**src/rtl/srt_div_pkg.sv**
```systemverilog
package srt_div_pkg;
    typedef enum logic [1:0] {
        ST_IDLE = 2'd0,
        ST_NORM = 2'd1,
        ST_ITER = 2'd2,
        ST_FIX  = 2'd3
    } srt_state_e;
endpackage

```
**src/rtl/srt_lzc.sv**
```systemverilog
module srt_lzc #(
    parameter int WIDTH = 16,
    localparam int KW = $clog2(WIDTH)
) (
    input  logic [WIDTH-1:0] value,
    output logic [KW-1:0]    count,
    output logic             is_zero
);
    always_comb begin
        count = '0;
        for (int i = 0; i < WIDTH; i++) begin
            if (value[i]) count = KW'(WIDTH - 1 - i);
        end
        is_zero = ~|value;
    end
endmodule

```
**src/rtl/srt_digit_sel.sv**
```systemverilog
module srt_digit_sel (
    input  logic [2:0] lead,
    output logic       dig_pos,
    output logic       dig_neg
);
    logic all_same;
    always_comb begin
        all_same = (lead == 3'b000) || (lead == 3'b111);
        dig_neg  = !all_same && lead[2];
        dig_pos  = !all_same && !lead[2];
    end
endmodule

```
**src/rtl/srt_step.sv**
```systemverilog
module srt_step #(
    parameter int WIDTH = 16
) (
    input  logic [WIDTH:0]   prem,
    input  logic             shift_in,
    input  logic [WIDTH-1:0] dnorm,
    input  logic             dig_pos,
    input  logic             dig_neg,
    output logic [WIDTH:0]   prem_next
);
    logic [WIDTH+1:0] doubled;
    logic [WIDTH+1:0] dext;
    logic [WIDTH+1:0] sum;
    always_comb begin
        doubled = {prem, shift_in};
        dext    = {2'b00, dnorm};
        if (dig_pos)      sum = doubled - dext;
        else if (dig_neg) sum = doubled + dext;
        else              sum = doubled;
        prem_next = sum[WIDTH:0];
    end
endmodule

```
**src/rtl/srt_divider.sv**
```systemverilog
module srt_divider
    import srt_div_pkg::*;
#(
    parameter int WIDTH = 16,
    localparam int KW = $clog2(WIDTH),
    localparam int CW = $clog2(WIDTH)
) (
    input  logic             clk,
    input  logic             rst_n,
    input  logic             start,
    input  logic [WIDTH-1:0] dividend,
    input  logic [WIDTH-1:0] divisor,
    output logic             busy,
    output logic             done,
    output logic             div_by_zero,
    output logic [WIDTH-1:0] quotient,
    output logic [WIDTH-1:0] remainder
);
    typedef struct packed {
        srt_state_e       st;
        logic [CW-1:0]    cnt;
        logic [KW-1:0]    k;
        logic [WIDTH:0]   prem;
        logic [WIDTH-1:0] qsh;
        logic [WIDTH-1:0] dn;
        logic [WIDTH-1:0] qpos;
        logic [WIDTH-1:0] qneg;
        logic [WIDTH-1:0] quo;
        logic [WIDTH-1:0] rem;
        logic             dz;
        logic             done;
    } regs_t;

    regs_t r_q, r_d;

    logic [KW-1:0]    lz_count;
    logic             lz_zero;
    logic             sel_pos, sel_neg;
    logic [WIDTH:0]   step_next;

    srt_lzc #(.WIDTH(WIDTH)) u_lzc (
        .value   (r_q.dn),
        .count   (lz_count),
        .is_zero (lz_zero)
    );

    srt_digit_sel u_sel (
        .lead    (r_q.prem[WIDTH:WIDTH-2]),
        .dig_pos (sel_pos),
        .dig_neg (sel_neg)
    );

    srt_step #(.WIDTH(WIDTH)) u_step (
        .prem      (r_q.prem),
        .shift_in  (r_q.qsh[WIDTH-1]),
        .dnorm     (r_q.dn),
        .dig_pos   (sel_pos),
        .dig_neg   (sel_neg),
        .prem_next (step_next)
    );

    logic [2*WIDTH-1:0] wide_sh;
    logic [WIDTH:0]     prem_fix;
    logic               rem_neg;

    always_comb begin
        r_d      = r_q;
        r_d.done = 1'b0;
        wide_sh  = {{WIDTH{1'b0}}, r_q.qsh} << r_q.k;
        rem_neg  = r_q.prem[WIDTH];
        prem_fix = rem_neg ? (r_q.prem + {1'b0, r_q.dn}) : r_q.prem;
        case (r_q.st)
            ST_IDLE: begin
                if (start) begin
                    r_d.qsh  = dividend;
                    r_d.dn   = divisor;
                    r_d.prem = '0;
                    r_d.st   = ST_NORM;
                end
            end
            ST_NORM: begin
                if (lz_zero) begin
                    r_d.quo  = '1;
                    r_d.rem  = r_q.qsh;
                    r_d.dz   = 1'b1;
                    r_d.done = 1'b1;
                    r_d.st   = ST_IDLE;
                end else begin
                    r_d.k    = lz_count;
                    wide_sh  = {{WIDTH{1'b0}}, r_q.qsh} << lz_count;
                    r_d.prem = {1'b0, wide_sh[2*WIDTH-1:WIDTH]};
                    r_d.qsh  = wide_sh[WIDTH-1:0];
                    r_d.dn   = r_q.dn << lz_count;
                    r_d.qpos = '0;
                    r_d.qneg = '0;
                    r_d.cnt  = '0;
                    r_d.st   = ST_ITER;
                end
            end
            ST_ITER: begin
                r_d.prem = step_next;
                r_d.qsh  = r_q.qsh << 1;
                r_d.qpos = {r_q.qpos[WIDTH-2:0], sel_pos};
                r_d.qneg = {r_q.qneg[WIDTH-2:0], sel_neg};
                r_d.cnt  = r_q.cnt + 1'b1;
                if (r_q.cnt == CW'(WIDTH - 1)) r_d.st = ST_FIX;
            end
            ST_FIX: begin
                r_d.quo  = r_q.qpos - r_q.qneg - WIDTH'(rem_neg);
                r_d.rem  = prem_fix[WIDTH-1:0] >> r_q.k;
                r_d.dz   = 1'b0;
                r_d.done = 1'b1;
                r_d.st   = ST_IDLE;
            end
            default: r_d.st = ST_IDLE;
        endcase
    end

    always_ff @(posedge clk or negedge rst_n) begin
        if (!rst_n) begin
            r_q <= '0;
        end else begin
            r_q <= r_d;
        end
    end

    assign busy        = (r_q.st != ST_IDLE);
    assign done        = r_q.done;
    assign div_by_zero = r_q.dz;
    assign quotient    = r_q.quo;
    assign remainder   = r_q.rem;
endmodule

```
**config.mk**
```make
export PLATFORM = sky130hd
export DESIGN_NAME = srt_divider
export DESIGN_NICKNAME = d
export VERILOG_FILES = /design/src/rtl/srt_div_pkg.sv /design/src/rtl/srt_lzc.sv /design/src/rtl/srt_digit_sel.sv /design/src/rtl/srt_step.sv /design/src/rtl/srt_divider.sv
export SDC_FILE = /design/constraint.sdc
export NUM_CORES = 1
export LEC_CHECK = 0
export BUFFER_PORTS_ARGS = -buffer_cell sky130_fd_sc_hd__buf_4
export CELL_PAD_IN_SITES_DETAIL_PLACEMENT = 1
export CELL_PAD_IN_SITES_GLOBAL_PLACEMENT = 1
export CORE_MARGIN = 2
export CORE_UTILIZATION = 45
export DETAILED_ROUTE_END_ITERATION = 8
export PLACE_DENSITY_LB_ADDON = 0.1
export SYNTH_ARGS = -nofsm -noshare
export SYNTH_HDL_FRONTEND = slang
export SYNTH_HIERARCHICAL = 1
export SYNTH_SLANG_ARGS = --single-unit
export TNS_END_PERCENT = 50
```
**constraint.sdc**
```tcl
create_clock -name clk -period 5.15 [get_ports clk]
set_input_delay 0.515 -clock clk [delete_from_list [all_inputs] [get_ports clk]]
set_output_delay 0.515 -clock clk [all_outputs]
set_load 0.05 [all_outputs]
```
==> results_dict.tcl <==
set metrics [dict create \
    tightest_slew_ns 1.03 \
    final_area_um2 12900 \
    hold_violations 0 \
    grt_pass1_vias 12000 \
    cp_slowest_cell "nand2b_1" \
    synthArstFlopShare_pct 100 \
    worst_hold_slack_ns 0.169 \
    crit_arrival_ns 4.36 \
    synth.cell_area_um2 11800 \
    nNetsFinal 1556 \
    clk_path_buf_depth 2 \
    p_leak_nw 5.71 \
    track_usage_pct 30.5 \
    syn_area_per_cell_um2 8.13 \
    gr-total-overflow 0 \
    ctsResizeCount 0 \
    path_delay_family "simple AND/OR/NAND/NOR gates" \
    vdd_drop_max_mv 0.439 \
    cts_root_buf "clkbuf_16" \
    slowest_delay_ns 0.70 \
    crit_top_cell "nor2_1" \
    final_cell_mix "151 x nand2_1, 125 x nor2_1, 125 x dfrtp_1" \
    crit_path_start_kind "flip-flop" \
    synth_nets 1569 \
    outcome "finished clean" \
    nFillCells 3118 \
    fin_ws_ns 1.15 \
    maxCapViolCount 0 \
    gp_congestion 0.886 \
    cp_num_buf_inv 0 \
    die_h_um 166 \
    yosysWarnings 6 \
    grt_setup_unrepaired "false" \
    cp_cell_sequence "nor4_1 > nand2_1 > nor2_1 > nand2b_1 > nand3_1 > or2_2 > nor2_1 > a222oi_1 > and2_0 > o21ai_0 > o21bai_1" \
    period_share_pct 77.7 \
    antenna_found_initial 1 \
    yosysSeqAreaShare_pct 26.6 \
    crit_type "flip-flop to flip-flop" \
    ys_ff_latch 125 \
    cts_tree "built" \
    synth_cell_types 99 \
    grt_max_degree 82 \
    clk_latency_ns 0.45 \
    dp_hpwl_mm 30.4 \
    finalSetupTns_ns 0 \
    portBuffers 69 \
    cts_setup_buffers 0 \
    antenna_left 0 \
    initialDrtViolationCount 645 \
    cts-buffers-inserted 17 \
    die_w_um 166 \
    min_period_ns 4.00 \
    dr.pass1.iters 5 \
    grt_pass1_wl_mm 67.3 \
    drive_above_1_share_pct 12.6 \
    routedWlPerCell_um 23.4 \
    synthToLayoutAreaGrowth_pct 9.77 \
    relSlewSlack_pct 30.8 \
    min_path_type "input port to asynchronous set/reset pin" \
    final_util_pct 49.9 \
    via_per_inst 6.36 \
    drt-total-wl_mm 41.6 \
    max_freq_mhz 250 \
    endpoint_kind "flip-flop" \
    crit_fanout 17 \
    cts_hold_buf 0 \
    final_cells 1783 \
    cts.htree.levels 4 \
    cp_data_required_time_ns 5.51 \
    finalSetupViolations 0 \
    skew_ns 0.0252 \
    ys.flop_type "dfrtp_1" \
    power_density_nw_per_um2 576 \
    ios 70 \
    synthCells 1449 \
    layout_commonest_cell "nand2_1" \
    core_um2 25900 \
    die_area_um2 27500 \
    pre_cts_ws_ns 1.38 \
    drv_slew 0 \
    drc 0 \
    finalPower_mw 7.44 \
    cts_sinks 125 \
    path_clk_slew_ns 0.08 \
    diodes 0 \
    synth_edf_count 0 \
    postPlaceCellArea_um2 12300 \
    initial_utilization_pct 45.4 \
    num_vias 11300 \
    rows 59 \
    dpl.cell_count 1752 \
]
cells by family after synthesis:
kind of cell	after synthesis	synth area share, %
AO/OA/AOI/OAI	485	28.5
AND/OR/NAND/NOR	432	17.2
buffers and inverters	224	8.54
flip-flops	125	26.6
adder cells (fa/ha/maj)	85	9.35
multiplexers	74	8.03
XOR/XNOR	24	1.79
report_power, final:
part	leakage, nW	internal, mW	switching [mW]
Combinational	3.77	1.48	2.81
Clock	0.302	0.815	0.516
Sequential	1.64	1.23	0.587
layout make-up:
type                            count  area [um^2]  share of cell area, %
Timing Repair Buffer               90          679                   5.26
Tap cell                          335          419                   3.24
Clock buffer                       19          433                   3.35
Multi-Input combinational cell   1100         7690                   59.5
Clock inverter                     12          186                   1.44
Sequential cell                   125         3130                   24.2
Inverter                          102          385                   2.98
path summary, 6_finish.rpt:
kind | end | startpoint | slack (ns) | depth (start not counted)
worst max-delay path | remainder[2]$_DFFE_PN0P_ | r_q[66]$_DFFE_PN0P_ | 1.15 | 11
worst min-delay path | r_q[100]$_DFFE_PN0P_ | rst_n | 0.17 | 1
worst max register to register | remainder[2]$_DFFE_PN0P_ | r_q[66]$_DFFE_PN0P_ | 1.15 | 11
worst min register to register | div_by_zero$_DFFE_PN0P_ | div_by_zero$_DFFE_PN0P_ | 0.48 | 2
max in group asynchronous | remainder[7]$_DFFE_PN0P_ | rst_n | 3.83 | 2
min in group clk | r_q[66]$_DFFE_PN0P_ | divisor[0] | 0.33 | 2
layer usage:
metal	up-vias	share of wire, %	global-route usage, %
met2	339	48	51.3
li1	5220	-	-
met4	2	2.8	10.7
met3	88	5.5	4.62
met5	-	0.031	0
met1	5689	44	40.2
Yosys cell counts (all sizes together) (6+ instances only):
master / n / area share, %
a211oi: 25 / 1.8
a21o: 13 / 0.84
a21oi: 107 / 4.6
a221o: 10 / 0.85
a221oi: 8 / 0.60
a222oi: 9 / 0.77
a22o: 37 / 2.8
a22oi: 25 / 1.6
a31oi: 17 / 0.96
and2: 10 / 0.53
and3: 10 / 0.53
buf: 57 / 3.2
clkbuf: 65 / 2.1
dfrtp: 125 / 27
ha: 80 / 8.5
inv: 100 / 3.2
mux2: 14 / 1.3
mux2i: 45 / 3.8
mux4: 15 / 2.9
nand2: 151 / 4.8
nand2b: 15 / 0.80
nand3: 22 / 0.94
nor2: 126 / 4.0
nor2b: 33 / 1.8
nor3: 25 / 1.1
o211ai: 18 / 1.3
o21ai: 120 / 5.1
o21bai: 7 / 0.45
o221ai: 7 / 0.52
o22ai: 12 / 0.64
o31ai: 6 / 0.43
or2: 6 / 0.32
or3: 6 / 0.32
xnor2: 16 / 1.2
xor2: 8 / 0.60
state kept, by name (all words and copies together), names as in the netlist, named ones only:
name and cells:
div_by_zero 1, done 1, quotient 16, r_q 90, remainder 16
Note: power is estimated with default switching activity, not from simulation.
